## config.mk

```make
export PLATFORM = sky130hd
export DESIGN_NAME = intp_top
export DESIGN_NICKNAME = d
export VERILOG_FILES = /design/src/rtl/intp_pkg.sv /design/src/rtl/intp_edge.sv /design/src/rtl/intp_datapath.sv /design/src/rtl/intp_ctrl.sv /design/src/rtl/intp_top.sv
export SDC_FILE = /design/constraint.sdc
export NUM_CORES = 1
export LEC_CHECK = 0
export ABC_CLOCK_PERIOD_IN_PS = 3090
export BUFFER_PORTS_ARGS = -buffer_cell sky130_fd_sc_hd__buf_4
export CORE_AREA = 2 2 66 68
export CTS_CLUSTER_DIAMETER = 50
export DETAILED_ROUTE_END_ITERATION = 8
export DIE_AREA = 0 0 68 70
export PLACE_DENSITY_LB_ADDON = 0.05
export SYNTH_ARGS = -nofsm -noshare
export SYNTH_HDL_FRONTEND = slang
export SYNTH_SLANG_ARGS = --single-unit
```

## constraint.sdc

```tcl
create_clock -name clk -period 3.09 [get_ports clk]
set_clock_uncertainty 0.2 [all_clocks]
set_input_delay 0.618 -clock clk [delete_from_list [all_inputs] [get_ports clk]]
set_output_delay 0.618 -clock clk [all_outputs]
set_load 0.02 [all_outputs]
```

## src/rtl/intp_pkg.sv

```systemverilog
package intp_pkg;

  typedef enum logic [1:0] {
    ST_IDLE  = 2'd0,
    ST_PULSE = 2'd1,
    ST_GAP   = 2'd2
  } pulseState_t;

  // Strobes from the pulse control to the datapath
  typedef struct packed {
    logic consume;   // a pulse starts at this edge: drop the pending request
  } ctlStrb_t;

endpackage

```

## src/rtl/intp_edge.sv

```systemverilog
module intp_edge #(
  parameter bit BOTH_EDGE   = 1'b0,
  parameter bit HOLD_ACTIVE = 1'b0
) (
  input  logic clk,
  input  logic rstN,
  input  logic gateOpen,
  input  logic condIn,
  input  logic maskIn,
  input  logic rdClr,
  output logic status,
  output logic flag,
  output logic fire
);

  logic condQ;
  logic flagQ;
  logic trig;
  logic clrOk;

  generate
    if (BOTH_EDGE) begin : gBoth
      always_comb trig = gateOpen & (condIn ^ condQ);
    end else begin : gRise
      always_comb trig = gateOpen & condIn & ~condQ;
    end
  endgenerate

  // a hold source refuses to clear while the registered condition is active
  always_comb clrOk = rdClr & ~(HOLD_ACTIVE & condQ);

  always_ff @(posedge clk) begin
    if (!rstN) begin
      condQ <= 1'b0;
      flagQ <= 1'b0;
    end else begin
      condQ <= condIn;
      if (trig) begin
        flagQ <= 1'b1;
      end else if (clrOk) begin
        flagQ <= 1'b0;
      end
    end
  end

  assign status = condQ;
  assign flag   = flagQ;
  assign fire   = trig & ~maskIn;

endmodule

```

## src/rtl/intp_datapath.sv

```systemverilog
module intp_datapath
  import intp_pkg::*;
#(
  parameter int                  NUM_SRC        = 8,
  parameter logic [NUM_SRC-1:0]  BOTH_EDGE_MASK = '0,
  parameter logic [NUM_SRC-1:0]  HOLD_MASK      = '0
) (
  input  logic               clk,
  input  logic               rstN,
  input  logic               startupDone,
  input  logic [NUM_SRC-1:0] condIn,
  input  logic [NUM_SRC-1:0] maskIn,
  input  logic [NUM_SRC-1:0] rdClr,
  input  ctlStrb_t           strb,
  output logic [NUM_SRC-1:0] statusOut,
  output logic [NUM_SRC-1:0] flagOut,
  output logic               reqPulse
);

  logic [NUM_SRC-1:0] fireVec;
  logic               pendQ;
  logic               anyFire;

  generate
    for (genvar i = 0; i < NUM_SRC; i++) begin : gSrc
      intp_edge #(
        .BOTH_EDGE  (BOTH_EDGE_MASK[i]),
        .HOLD_ACTIVE(HOLD_MASK[i])
      ) uEdge (
        .clk     (clk),
        .rstN    (rstN),
        .gateOpen(startupDone),
        .condIn  (condIn[i]),
        .maskIn  (maskIn[i]),
        .rdClr   (rdClr[i]),
        .status  (statusOut[i]),
        .flag    (flagOut[i]),
        .fire    (fireVec[i])
      );
    end
  endgenerate

  assign anyFire  = |fireVec;
  assign reqPulse = pendQ | anyFire;

  // one pending bit: any number of events during a pulse merge into one
  always_ff @(posedge clk) begin
    if (!rstN) begin
      pendQ <= 1'b0;
    end else if (strb.consume) begin
      pendQ <= 1'b0;
    end else if (anyFire) begin
      pendQ <= 1'b1;
    end
  end

endmodule

```

## src/rtl/intp_ctrl.sv

```systemverilog
module intp_ctrl
  import intp_pkg::*;
#(
  parameter int PULSE_CYC = 12800,
  parameter int GAP_CYC   = 4
) (
  input  logic     clk,
  input  logic     rstN,
  input  logic     reqPulse,
  output ctlStrb_t strb,
  output logic     intN
);

  localparam int MAX_CYC = (PULSE_CYC > GAP_CYC) ? PULSE_CYC : GAP_CYC;
  localparam int CW      = $clog2(MAX_CYC + 1);
  localparam logic [CW-1:0] PULSE_LOAD = CW'(PULSE_CYC - 1);
  localparam logic [CW-1:0] GAP_LOAD   = CW'(GAP_CYC - 1);

  pulseState_t   state;
  logic [CW-1:0] cnt;
  logic          intNQ;
  logic          startNow;
  logic          cntDone;

  assign cntDone = (cnt == '0);

  always_comb begin
    startNow = 1'b0;
    case (state)
      ST_IDLE: startNow = reqPulse;
      ST_GAP:  startNow = cntDone & reqPulse;
      default: startNow = 1'b0;
    endcase
  end

  always_comb strb.consume = startNow;

  always_ff @(posedge clk) begin
    if (!rstN) begin
      state <= ST_IDLE;
      cnt   <= '0;
      intNQ <= 1'b1;
    end else begin
      case (state)
        ST_IDLE: begin
          if (startNow) begin
            state <= ST_PULSE;
            cnt   <= PULSE_LOAD;
            intNQ <= 1'b0;
          end
        end
        ST_PULSE: begin
          if (cntDone) begin
            state <= ST_GAP;
            cnt   <= GAP_LOAD;
            intNQ <= 1'b1;
          end else begin
            cnt <= cnt - 1'b1;
          end
        end
        ST_GAP: begin
          if (cntDone) begin
            if (startNow) begin
              state <= ST_PULSE;
              cnt   <= PULSE_LOAD;
              intNQ <= 1'b0;
            end else begin
              state <= ST_IDLE;
            end
          end else begin
            cnt <= cnt - 1'b1;
          end
        end
        default: begin
          state <= ST_IDLE;
          intNQ <= 1'b1;
        end
      endcase
    end
  end

  assign intN = intNQ;

endmodule

```

## src/rtl/intp_top.sv

```systemverilog
module intp_top
  import intp_pkg::*;
#(
  parameter int                 NUM_SRC        = 8,
  parameter logic [NUM_SRC-1:0] BOTH_EDGE_MASK = 8'b0000_0010,
  parameter logic [NUM_SRC-1:0] HOLD_MASK      = 8'b0000_0001,
  parameter int                 CLK_HZ         = 100_000_000,
  parameter int                 PULSE_US       = 128,
  parameter int                 GAP_CYC        = 4
) (
  input  logic               clk,
  input  logic               rstN,
  input  logic               startupDone,
  input  logic [NUM_SRC-1:0] condIn,
  input  logic [NUM_SRC-1:0] maskIn,
  input  logic [NUM_SRC-1:0] rdClr,
  output logic [NUM_SRC-1:0] statusOut,
  output logic [NUM_SRC-1:0] flagOut,
  output logic               intN
);

  localparam int PULSE_CYC = (CLK_HZ / 1_000_000) * PULSE_US;

  ctlStrb_t strb;
  logic     reqPulse;

  intp_datapath #(
    .NUM_SRC       (NUM_SRC),
    .BOTH_EDGE_MASK(BOTH_EDGE_MASK),
    .HOLD_MASK     (HOLD_MASK)
  ) uData (
    .clk        (clk),
    .rstN       (rstN),
    .startupDone(startupDone),
    .condIn     (condIn),
    .maskIn     (maskIn),
    .rdClr      (rdClr),
    .strb       (strb),
    .statusOut  (statusOut),
    .flagOut    (flagOut),
    .reqPulse   (reqPulse)
  );

  intp_ctrl #(
    .PULSE_CYC(PULSE_CYC),
    .GAP_CYC  (GAP_CYC)
  ) uCtrl (
    .clk     (clk),
    .rstN    (rstN),
    .reqPulse(reqPulse),
    .strb    (strb),
    .intN    (intN)
  );

endmodule

```

Yosys cells after proc, flatten, opt, wreduce, memory -nomap -nowiden
Index checks and enable logic that the tools add are counted.

Bits in latches: 0. RAM bits: 0. Bits in registers: 34. Input port bits: 27. ROM bits: 0. Memories kept: 0. Word-level logic and storage cells: 114. Output and inout port bits: 17.

Mux-type cells: 30. Equal/unequal tests: 5. Shifts and indexed selects: 0. Multipliers: 0. Bitwise logic cells: 43. Add/sub/neg operators: 1. $lt $le $gt $ge: 0. Divide/modulo/power cells: 0. Reductions and logical operators: 15.

Operators by type and width (number): $mux W14 (3); $pmux W14 S3 (1); $and A1 B1 Y1 (25); $mux W1 (20); $not A1 Y1 (16); $reduce_bool A2 Y1 (8); $logic_not A14 Y1 (1); $sub A14 B1 Y14 const B (1); $reduce_or A8 Y1 (1); $mux W2 (3); $pmux W2 S3 (1); $ne A2 B1 Y1 const B (2); $pmux W1 S3 (1); $reduce_and A3 Y1 (1); $reduce_bool A3 Y1 (1); $eq A2 B1 Y1 const B (1); $eq A2 B2 Y1 const B (1); $logic_not A2 Y1 (1); $ne A2 B2 Y1 const B (1); $pmux W1 S2 (1); $reduce_and A2 Y1 (1); $reduce_or A2 Y1 (1); $or A1 B1 Y1 (1); $xor A1 B1 Y1 (1).

Depth between registers and ports, before layout
Depth after elaboration: 10. Depth in mapped cells: 7. Gate-level depth less buffers: 7.

Hierarchy
Synthesis repeated with hierarchy kept, for this count alone.

Cells, all modules: 228. Area, all modules: 1929.4 µm².

By module, submodules not included: intp_ctrl (times used 1, area an instance 1226.2 µm², seq. area each 340.3 µm², cells an instance 156); intp_edge at uData.gSrc[2].uEdge ... (times used 6, area an instance 78.8 µm², seq. area each 40.0 µm², cells an instance 8); intp_edge at uData.gSrc[0].uEdge (times used 1, area an instance 86.3 µm², seq. area each 40.0 µm², cells an instance 9); intp_edge at uData.gSrc[1].uEdge (times used 1, area an instance 85.1 µm², seq. area each 40.0 µm², cells an instance 8); intp_datapath (times used 1, area an instance 58.8 µm², seq. area each 20.0 µm², cells an instance 7).

Worst setup path after synthesis
No wires, ideal clock.

Path type: input-to-reg. From: input port startupDone. To: register uCtrl.cnt[12]. Data required time: 2.773 ns. Arrival time: 1.873 ns. Path buffers: 1. Slack: 0.900 ns. Stages on the path: 6. Setup time: 0.117 ns. Cell sequence: buf_6 > and4bb_2 > nor4_4 > a32oi_4 > a221oi_1 > and4b_1.

Longest elaborated chain between the ends: 10. Elaborated cells between the ends (all ways): 30.

Ends and longest elaborated chain: start, declared (line intp_top.sv:13) `input logic startupDone,`; $and A1 B1 Y1 (2 in a row) (line intp_edge.sv:25) `always_comb trig = gateOpen & condIn & ~condQ;`; $and A1 B1 Y1 (line intp_edge.sv:48) `assign fire = trig & ~maskIn;`; $reduce_or A8 Y1 (*) (line intp_datapath.sv:43) `assign anyFire = |fireVec;`; $or A1 B1 Y1 (*) (line intp_datapath.sv:44) `assign reqPulse = pendQ | anyFire;`; $and A1 B1 Y1 (line intp_ctrl.sv:31) `ST_GAP: startNow = cntDone & reqPulse;`; $pmux W1 S2 (*) (line intp_ctrl.sv:29) `case (state)`; $mux W14 (*); $mux W14; $pmux W14 S3 (*); end signal, assigned (line intp_ctrl.sv:58) `cnt <= cnt - 1'b1;`; end signal, assigned (line intp_ctrl.sv:71) `cnt <= cnt - 1'b1;`; end, declared (line intp_ctrl.sv:20) `logic [CW-1:0] cnt;`.

Mark *: on every way between the ends. The rest lies on a longest branch, timed or not. A chain may end at the register's enable or synchronous reset.

Worst setup path in the final report
From: register uCtrl.state[0]. To: register uCtrl.cnt[7].

Longest elaborated chain between the ends: 5. Elaborated cells between the ends (all ways): 8.

Ends and longest elaborated chain: start, declared (line intp_ctrl.sv:19) `pulseState_t state;`; start signal, assigned (line intp_ctrl.sv:40) `state <= ST_IDLE;`; start signal, assigned (line intp_ctrl.sv:47) `state <= ST_PULSE;`; start signal, assigned (line intp_ctrl.sv:54) `state <= ST_GAP;`; $eq A2 B2 Y1 or $logic_not A2 Y1 (tied branches) (line intp_ctrl.sv:29, intp_ctrl.sv:44); $pmux W1 S2 (line intp_ctrl.sv:29); $mux W14 (2 in a row); $pmux W14 S3 (line intp_ctrl.sv:44) `case (state)`.

Parallel ways exist; a longest one is shown, timed or not.

==> flow_summary.toml <==
[status]
status = "completed"

[setup_path]
critPathCaptureType = "flip-flop"
cp-start-kind = "flip-flop"
critPathKind = "reg2reg"
path_max_fanout = 10
crit_arrival_ps = 2560
cp.required_ps = 3120

[sta]
layout_min_cycle_time_ps = 2530
tightest_slew_ps = 824
final-hold-violation-count = 0
grt_setup_unrepaired = "false"
clock.fmax_mhz = 396
report.final.slew_viol_count = 0
setup_viol = 0
period_share_pct = 81.8
setup_tns_ps = 0
maxSlewHeadroom_pct = 44.3

[drt]
first_iter_violations = 53
num_vias = 1798
finalWirelength_um = 4620
drt.antenna.violating_nets = 0
first_pass_iters = 4
wl_per_cell_um = 14.9
viasPerCell = 5.80
drcViolationCount = 0

[global_routing]
grt_max_degree = 28
grt-ovfl-total = 0
grt_pass1_vias = 1659
grt_pass1_wl_um = 7470
grtUsageTotal_pct = 20.5
antenna_found_initial = 0

[layout]
antenna_cells = 0
fin_nets = 290
area_growth_pct = 14.9
stdcell_area_um2 = 2410
seq_area_um2 = 681
nFillCells = 388
layout-drive-gt1-share_pct = 26.0
multi_input_comb_area_um2 = 1220

[clock_network]
cts_sinks = 34
cts_resized = 0
cts.path.max_buffers = 2
cts_hold_buf = 0
clk_latency_ps = 290
cts_tree = "done"
clk_pin_slew_ps = 70
h-tree-depth = 2
cts_made_buffers = 5
post_cts.repair.setup_buffers = 0
root_buffer = "clkbuf_8"

[logic_synthesis]
yosysUniqueCellTypes = 56
synth-async-reset-ratio_pct = 0
synthFlopType = "dfxtp_1"
synth_area_leaders = "dfxtp_1, buf_4, nor4_4"
synthesis.area_um2 = 2100
synth_commonest_cells = "dfxtp_1, buf_4, a21oi_1"
netlist_instances = 231
yosysTopAreaCell = "dfxtp_1"
yosysSeqAreaShare_pct = 32.4
synth-seq-cells = 34
syn_nets = 264
syn_area_per_cell_um2 = 9.09
yosys.area.top_type_share_pct = 32.4
yosysWarnings = 0
yosysMostFrequentCell = "dfxtp_1"
synth_edf_count = 0

[pwr]
combPwrFrac_pct = 48.2
p_sw_share_pct = 42.6
seqPwrFrac_pct = 34.1
p_leak_nw = 0.968
switchingPower_mw = 0.807
peakVddDrop_uv = 498
power_density_nw_per_um2 = 785
p_int_mw = 1.09
clockPowerShare_pct = 17.7

[placed_design]
portBuffers = 43
placed_area_um2 = 2320
hpwl_um = 3320
gp_congestion = 0.799

[die]
die_y_um = 70
die_x_um = 68
start_util_pct = 50.7
core_area_um2 = 4140
die_area_um2 = 4760
ios = 44
num_rows = 24

[worst_hold_path]
hold_path_class = "reg2reg"

[flow_run]
drv_cap = 0
[power groups by stage]
stage | logic, mW | clock network, mW | registers (mW)
after floorplan | 0.742 | 0 | 0.616
after global placement | 0.912 | 0 | 0.653
after detailed placement | 0.908 | 0 | 0.652
after CTS | 0.912 | 0.349 | 0.643
after global routing | 1.00 | 0.371 | 0.660
final | 0.913 | 0.336 | 0.646
[sequential cells by signal, summed over array words and instances, names as in the netlist]
| signal | count |
|---|---|
| uCtrl.cnt | 14 |
| uCtrl.intN | 1 |
| uCtrl.state | 2 |
| uData.gSrc.uEdge.flag | 8 |
| uData.gSrc.uEdge.status | 8 |
| uData.pendQ | 1 |
[metal layers]
layer / part of all wire [%] / track usage [%]
met1: 43 / 25.4
met2: 48 / 33.8
met3: 6.4 / 4.99
met4: 2.1 / 7.78
met5: 0 / 0
[stage by stage]
| stage | power, mW | instances | worst slack, ps | util [%] | hold slack, ps |
|---|---|---|---|---|---|
| 3_3_place_gp | 1.56 | 302 | 544 | 56.0 | 249 |
| 4_1_cts | 1.90 | 310 | 574 | 58.2 | 267 |
| 3_5_place_dp | 1.56 | 302 | 548 | 56.0 | 251 |
| 2_1_floorplan | 1.36 | 231 | 900 | - | 250 |
| 6_report | 1.89 | 310 | 562 | 58.2 | 263 |
| 5_1_grt | 2.03 | 310 | 314 | 58.2 | 291 |
[worst max-delay path: stages (launching register included)]
cell      delay (ps)
dfxtp_1          410
inv_1             80
ha_1             330
o21ai_1          230
a41oi_1          720
nand2_1          100
a211oi_1         240
o2bb2a_1         170
[cells by family (layout without fill, tap and decap cells)]
| group | after synthesis | count (layout) | synth area share [%] |
|---|---|---|---|
| buffers and inverters | 33 | 60 | 9.54 |
| flip-flops | 34 | 34 | 32.4 |
| AND/OR/NAND/NOR | 94 | 94 | 32.8 |
| adder cells (fa/ha/maj) | 6 | 6 | 3.58 |
| XOR/XNOR | 4 | 4 | 1.67 |
| AO/OA/AOI/OAI | 60 | 60 | 20.0 |
[area by class of cell]
cell class,count,share of cell area [%]
Clock inverter,1,0.207
Tap cell,52,2.70
Multi-Input combinational cell,164,50.5
Sequential cell,34,28.2
Inverter,9,1.40
Timing Repair Buffer,43,13.4
Clock buffer,7,3.58
[cell usage in the layout (no fill, tap or decap), types with 3 or more instances in the layout]
master / n
o21ai_0: 12
a41oi_1: 3
nand2b_1: 6
a31oi_1: 4
o211ai_1: 3
and2_1: 8
nand2_1: 13
buf_4: 43
nor4_4: 5
nor4bb_1: 6
a21oi_1: 15
nor3b_1: 4
nor3_1: 5
xor2_1: 3
a211oi_1: 3
nor2_1: 10
inv_1: 9
dfxtp_1: 34
or4_1: 3
nand3_1: 7
nand3b_1: 9
ha_1: 6
clkbuf_8: 6
[final timing paths]
check                               startpoint           end  slack [ps]  cells after the start
worst max-delay path            uCtrl.state[0]  uCtrl.cnt[7]         560                      7
worst min-delay path                uCtrl.intN    uCtrl.intN         260                      1
worst max register to register  uCtrl.state[0]  uCtrl.cnt[7]         560                      7
worst min register to register      uCtrl.intN    uCtrl.intN         260                      1
(Power assumes the default switching activity.)
